==> config.mk <==
export PLATFORM = sky130hd
export DESIGN_NAME = dbg_scan_regbank
export DESIGN_NICKNAME = d
export VERILOG_FILES = /design/src/rtl/dbg_scan_pkg.sv /design/src/rtl/dbg_scan_shifter.sv /design/src/rtl/dbg_mailbox.sv /design/src/rtl/dbg_wp_unit.sv /design/src/rtl/dbg_scan_regbank.sv
export SDC_FILE = /design/constraint.sdc
export NUM_CORES = 1
export LEC_CHECK = 0
export BUFFER_PORTS_ARGS = -buffer_cell sky130_fd_sc_hd__buf_2
export CAP_MARGIN = 5
export CORE_MARGIN = 3
export CORE_UTILIZATION = 50
export DETAILED_ROUTE_END_ITERATION = 10
export PLACE_DENSITY = 0.77
export SYNTH_ARGS = -nofsm -noshare
export SYNTH_HDL_FRONTEND = slang
export SYNTH_SLANG_ARGS = --single-unit
export TNS_END_PERCENT = 50
==> constraint.sdc <==
create_clock -name clk -period 2 [get_ports clk]
set_input_delay 0.2 -clock clk [delete_from_list [all_inputs] [get_ports clk]]
set_output_delay 0.2 -clock clk [all_outputs]
set_load 0.01 [all_outputs]
==> src/rtl/dbg_scan_pkg.sv <==
package dbg_scan_pkg;
    localparam int DATA_W   = 32;
    localparam int ADDR_W   = 5;
    localparam int FRAME_W  = DATA_W + ADDR_W + 1;
    localparam int WP_REGS  = 6;

    localparam logic [ADDR_W-1:0] A_CTRL   = 5'h00;
    localparam logic [ADDR_W-1:0] A_STAT   = 5'h01;
    localparam logic [ADDR_W-1:0] A_VCATCH = 5'h02;
    localparam logic [ADDR_W-1:0] A_MCTRL  = 5'h04;
    localparam logic [ADDR_W-1:0] A_MDATA  = 5'h05;

    typedef struct packed {
        logic              wr;
        logic [ADDR_W-1:0] addr;
        logic [DATA_W-1:0] data;
    } frame_t;
endpackage

==> src/rtl/dbg_scan_shifter.sv <==
module dbg_scan_shifter
    import dbg_scan_pkg::*;
(
    input  logic   clk,
    input  logic   rst_n,
    input  logic   capture_dr,
    input  logic   shift_dr,
    input  logic   tdi,
    input  frame_t cap_word,
    output frame_t frame_o,
    output logic   tdo
);
    typedef struct packed {
        logic [FRAME_W-1:0] sr;
    } sh_state_t;

    sh_state_t st_d, st_q;

    always_comb begin
        st_d = st_q;
        if (capture_dr) begin
            st_d.sr = cap_word;
        end else if (shift_dr) begin
            st_d.sr = {tdi, st_q.sr[FRAME_W-1:1]};
        end
    end

    always_ff @(posedge clk or negedge rst_n) begin
        if (!rst_n) st_q <= '0;
        else        st_q <= st_d;
    end

    assign frame_o = frame_t'(st_q.sr);
    assign tdo     = st_q.sr[0];
endmodule

==> src/rtl/dbg_mailbox.sv <==
module dbg_mailbox
    import dbg_scan_pkg::*;
(
    input  logic              clk,
    input  logic              rst_n,
    input  logic              host_wr,
    input  logic [DATA_W-1:0] host_wdata,
    input  logic              host_rd,
    input  logic              core_wr,
    input  logic [DATA_W-1:0] core_wdata,
    input  logic              core_ack,
    output logic [DATA_W-1:0] h2c_data,
    output logic              h2c_full,
    output logic [DATA_W-1:0] c2h_data,
    output logic              c2h_full
);
    typedef struct packed {
        logic [DATA_W-1:0] h2c;
        logic              h2c_f;
        logic [DATA_W-1:0] c2h;
        logic              c2h_f;
    } mb_state_t;

    mb_state_t st_d, st_q;

    always_comb begin
        st_d = st_q;
        // clears first, sets last: a colliding set wins
        if (core_ack) st_d.h2c_f = 1'b0;
        if (host_wr) begin
            st_d.h2c   = host_wdata;
            st_d.h2c_f = 1'b1;
        end
        if (host_rd) st_d.c2h_f = 1'b0;
        if (core_wr) begin
            st_d.c2h   = core_wdata;
            st_d.c2h_f = 1'b1;
        end
    end

    always_ff @(posedge clk or negedge rst_n) begin
        if (!rst_n) st_q <= '0;
        else        st_q <= st_d;
    end

    assign h2c_data = st_q.h2c;
    assign h2c_full = st_q.h2c_f;
    assign c2h_data = st_q.c2h;
    assign c2h_full = st_q.c2h_f;
endmodule

==> src/rtl/dbg_wp_unit.sv <==
module dbg_wp_unit
    import dbg_scan_pkg::*;
(
    input  logic                      clk,
    input  logic                      rst_n,
    input  logic                      wr_en,
    input  logic [2:0]                wr_off,
    input  logic [DATA_W-1:0]         wr_data,
    input  logic [2:0]                rd_off,
    output logic [DATA_W-1:0]         rd_data,
    output logic                      rd_valid,
    output logic [WP_REGS*DATA_W-1:0] cfg
);
    typedef struct packed {
        logic [WP_REGS-1:0][DATA_W-1:0] r;
    } wp_state_t;

    wp_state_t st_d, st_q;

    always_comb begin
        st_d = st_q;
        if (wr_en && (int'(wr_off) < WP_REGS)) begin
            st_d.r[wr_off] = wr_data;
        end
    end

    always_ff @(posedge clk or negedge rst_n) begin
        if (!rst_n) st_q <= '0;
        else        st_q <= st_d;
    end

    always_comb begin
        rd_valid = int'(rd_off) < WP_REGS;
        rd_data  = '0;
        if (rd_valid) rd_data = st_q.r[rd_off];
    end

    assign cfg = st_q.r;
endmodule

==> src/rtl/dbg_scan_regbank.sv <==
module dbg_scan_regbank
    import dbg_scan_pkg::*;
#(
    parameter int             NUM_WP     = 2,
    parameter int             CTRL_BITS  = 6,
    parameter int             STAT_BITS  = 5,
    parameter int             VC_BITS    = 8,
    parameter logic [3:0]     VERSION    = 4'd5,
    parameter logic [CTRL_BITS-1:0] CTRL_RESET = CTRL_BITS'(6'b010000)
) (
    input  logic                            clk,
    input  logic                            rst_n,
    input  logic                            capture_dr,
    input  logic                            shift_dr,
    input  logic                            update_dr,
    input  logic                            tdi,
    output logic                            tdo,
    input  logic [STAT_BITS-1:0]            status_i,
    input  logic                            core_wr_i,
    input  logic [31:0]                     core_wdata_i,
    input  logic                            core_ack_i,
    output logic [31:0]                     h2c_data_o,
    output logic                            h2c_full_o,
    output logic                            c2h_full_o,
    output logic [CTRL_BITS-1:0]            ctrl_o,
    output logic [VC_BITS-1:0]              vcatch_o,
    output logic [NUM_WP*WP_REGS*32-1:0]    wp_cfg_o
);
    localparam int UNIT_W = WP_REGS * DATA_W;

    typedef struct packed {
        logic [ADDR_W-1:0]    rd_sel;
        logic [CTRL_BITS-1:0] ctrl;
        logic [VC_BITS-1:0]   vc;
    } top_state_t;

    top_state_t st_d, st_q;
    frame_t     frame_q;
    frame_t     cap_word;
    logic       upd_wr;
    logic [DATA_W-1:0] rdata;
    logic [DATA_W-1:0] c2h_word;
    logic [NUM_WP-1:0]             wp_hit;
    logic [NUM_WP-1:0][DATA_W-1:0] wp_rd;
    logic [NUM_WP-1:0]             wp_rd_ok;

    assign upd_wr = update_dr && frame_q.wr;

    dbg_scan_shifter u_shift (
        .clk        (clk),
        .rst_n      (rst_n),
        .capture_dr (capture_dr),
        .shift_dr   (shift_dr),
        .tdi        (tdi),
        .cap_word   (cap_word),
        .frame_o    (frame_q),
        .tdo        (tdo)
    );

    dbg_mailbox u_mbox (
        .clk        (clk),
        .rst_n      (rst_n),
        .host_wr    (upd_wr && (frame_q.addr == A_MDATA)),
        .host_wdata (frame_q.data),
        .host_rd    (capture_dr && (st_q.rd_sel == A_MDATA)),
        .core_wr    (core_wr_i),
        .core_wdata (core_wdata_i),
        .core_ack   (core_ack_i),
        .h2c_data   (h2c_data_o),
        .h2c_full   (h2c_full_o),
        .c2h_data   (c2h_word),
        .c2h_full   (c2h_full_o)
    );

    for (genvar k = 0; k < NUM_WP; k++) begin : g_wp
        localparam logic [1:0] BANK = 2'(k + 1);
        assign wp_hit[k] = (st_q.rd_sel[4:3] == BANK);
        dbg_wp_unit u_wp (
            .clk      (clk),
            .rst_n    (rst_n),
            .wr_en    (upd_wr && (frame_q.addr[4:3] == BANK)),
            .wr_off   (frame_q.addr[2:0]),
            .wr_data  (frame_q.data),
            .rd_off   (st_q.rd_sel[2:0]),
            .rd_data  (wp_rd[k]),
            .rd_valid (wp_rd_ok[k]),
            .cfg      (wp_cfg_o[k*UNIT_W +: UNIT_W])
        );
    end

    // next-state of selection and local registers
    always_comb begin
        st_d = st_q;
        if (update_dr) begin
            if (!frame_q.wr) begin
                st_d.rd_sel = frame_q.addr;
            end else begin
                case (frame_q.addr)
                    A_CTRL:   st_d.ctrl = frame_q.data[CTRL_BITS-1:0];
                    A_VCATCH: st_d.vc   = frame_q.data[VC_BITS-1:0];
                    default:  ;
                endcase
            end
        end
    end

    always_ff @(posedge clk or negedge rst_n) begin
        if (!rst_n) begin
            st_q.rd_sel <= A_CTRL;
            st_q.ctrl   <= CTRL_RESET;
            st_q.vc     <= '0;
        end else begin
            st_q <= st_d;
        end
    end

    // read multiplexer for the selected address
    always_comb begin
        rdata = '0;
        case (st_q.rd_sel)
            A_CTRL:   rdata[CTRL_BITS-1:0] = st_q.ctrl;
            A_STAT:   rdata[STAT_BITS-1:0] = status_i;
            A_VCATCH: rdata[VC_BITS-1:0]   = st_q.vc;
            A_MCTRL:  rdata = {VERSION, 26'd0, h2c_full_o, c2h_full_o};
            A_MDATA:  rdata = c2h_word;
            default: begin
                for (int k = 0; k < NUM_WP; k++) begin
                    if (wp_hit[k] && wp_rd_ok[k]) rdata = wp_rd[k];
                end
            end
        endcase
    end

    always_comb begin
        cap_word.wr   = 1'b0;
        cap_word.addr = st_q.rd_sel;
        cap_word.data = rdata;
    end

    assign ctrl_o   = st_q.ctrl;
    assign vcatch_o = st_q.vc;
endmodule

==> results.yml <==
outcome:
  outcome: "finished, final reports clean"
yosys:
  netlist_area_mm2: 0.0231
  syn-num-nets: 1673
  synth_enable_flop_cells: 0
  syn_avg_cell_area_um2: 14.2
  ys_async_sr_fraction: 1.00
  synth_ff_type: "dfrtp_1"
  yosysSeqAreaShare: 0.549
  synth-seq-cells: 507
  netlist_instances: 1628
  synthDistinctLibCells: 52
  yosysWarnings: 0
finish:
  final_util: 0.651
  area_growth_pct: 28.3
  drive_gt1_frac: 0.577
  final_area_mm2: 0.0297
  final_cell_mix: "dfrtp_1 (504), buf_2 (476), mux2_2 (429)"
  layout_commonest_cell: "dfrtp_1"
  nNetsFinal: 2230
power_and_ir_drop:
  power_density_mw_per_mm2: 1110
  leakage_nw: 15.2
  peakVddDrop_mv: 0.706
  total_power_mw: 32.9
placed_design:
  gp_congestion: 0.868
  place_area_mm2: 0.0270
  dp_slack_ns: -0.0981
  dp_hpwl_um: 53100
  io_buffers: 477
critical_path:
  worst-path-max-fanout: 14
  cp.required_ns: 2.45
  cp-start-kind: "flip-flop"
  end_kind: "flip-flop"
  arrival_ns: 2.44
  cp_slowest_cell: "dfrtp_4"
  cp_num_buf_inv: 1
  cp_top_family: "compound AO/OA/AOI/OAI gates"
  path_cells: "buf_16, mux4_2, a2111oi_1, a221oi_1"
  slowest_delay_ns: 0.53
  critical_path_class: "reg2reg"
run:
  cap_violations: 0
clock_network:
  cts_tree: "done"
  clock_latency_ns: 0.59
  clockBufferDepth: 3
  cts-root-buf: "clkbuf_16"
  htreeDepth: 2
  clkTransAtPathRegs_ns: 0.06
  cts_sinks: 507
  numCtsBuffers: 52
timing:
  max_freq_ghz: 0.501
  setup_viol: 0
  setup_ws_ns: 0.00581
  slew_headroom: 0.533
  hold_ws_ns: 0.108
  hold_viol: 0
  finalCriticalPeriod_ns: 1.99
  rsz0062_at_grt: "yes"
  timing.clock.skew_ns: 0.00828
  post-route-period-util: 0.997
  maxSlewViolCount: 0
  tightest_slew_ns: 0.701
route:
  dr_total_vias: 17300
  via_per_inst: 6.12
  dr.pass1.iters: 5
  wl_per_cell_um: 28.7
  wl_um: 81000
  drtAntennaViolNets: 0
  drc_errors: 0
  initialDrtViolationCount: 1526
floorplanning:
  initial_core_util: 0.507
  chipHeight_um: 221
  fp-row-count: 78
  io_pins: 478
  core-area_mm2: 0.0456
  die_w_um: 221
  die_area_mm2: 0.0489
global_route:
  grt_max_degree: 85
  grt_pass1_wl_um: 118000
  grt-ovfl-total: 0
  antenna_found_initial: 0
  grt_use_total: 0.317
  grt_pass1_vias: 18000
worst_hold_path:
  min_path_type: "in2reg"
## logic make-up after synthesis
logic type	synth area share
DFF	0.549
buffers and inverters	0.0348
muxes	0.328
and+or+nand+nor	0.0286
AOI/OAI and AO/OA	0.0603
## metal layers
layer  vias to the layer above  share of wire  GRT usage
met5                         -              0          0
met4                         0          0.037      0.118
met3                       169          0.082     0.0686
met2                       936           0.48      0.514
met1                      9061           0.40      0.423
li1                       7111              -          -
## worst paths after layout
check                      slack [ns]                    end  cells past startpoint               start
setup / recovery                0.006    u_shift.frame_o[14]                      4        cap_word[32]
setup reg to reg                0.006    u_shift.frame_o[14]                      4        cap_word[32]
hold reg to reg                  0.50     u_mbox.h2c_data[2]                      1  u_mbox.h2c_data[2]
min in group asynchronous        0.14     u_mbox.h2c_data[1]                      2               rst_n
max in group asynchronous        0.99  g_wp[0].u_wp.cfg[111]                      3               rst_n
hold / removal                   0.11     u_shift.frame_o[5]                      3          capture_dr
## worst reg2reg max path, cell delays in order, from the launching register on
cell	delay, ns
dfrtp_4	0.53
buf_16	0.20
mux4_2	0.54
a2111oi_1	0.45
a221oi_1	0.13
## where the power goes
group	switching, mW	leakage [nW]	internal, mW
Combinational	4.79	7.50	4.47
Sequential	2.13	6.87	11.8
Clock	4.08	0.819	5.67
Total	11.0	15.2	21.9
## what timing repair did
item,in CTS,in global routing
cloned,0,7
hold buffers,35,0
pin swaps,0,7
endpoints found under the setup margin,10,111
gates resized for setup,11,75
buffers inserted,0,17
hold endpoints to repair,241,0
## state kept, by name, summed over array words and instances (netlist names), 5 cells and up
signal	flops
u_shift.frame_o	38
u_mbox.h2c_data	32
g_wp.u_wp.cfg	384
cap_word	5
ctrl_o	6
u_mbox.c2h_data	32
vcatch_o	8
## stage by stage
| stage | TNS, ns | cells |
|---|---|---|
| CTS | -0.00584 | 2796 |
| global placement | -0.0434 | 2672 |
| finish | 0 | 2821 |
| floorplan | 0 | 1628 |
| global route | -0.218 | 2820 |
| detailed placement | -0.259 | 2672 |
## synth_stat cells, drive strengths merged, types with 6 or more instances
master | number | area (µm²)
a2111oi | 23 | 220
a211oi | 7 | 52.6
a21oi | 55 | 275
a221oi | 25 | 219
a22oi | 6 | 45.0
buf | 69 | 410
clkbuf | 77 | 289
dfrtp | 506 | 12700
inv | 27 | 101
mux2 | 471 | 5420
mux2i | 79 | 791
mux4 | 61 | 1370
nand2 | 47 | 179
nor2 | 59 | 221
o21ai | 22 | 110
o22ai | 7 | 43.8
o2bb2ai | 25 | 219
## cell type report
type,instances,area [µm²]
fillers,3356,15900
flip-flops and latches,507,12700
multi-input cells,947,9980
repair buffers,649,4450
clock buffers,75,1490
well taps,600,751
clock inverters,14,189
inverters,28,105
diodes,1,2.50
Note: power is estimated with default switching activity, not from simulation.
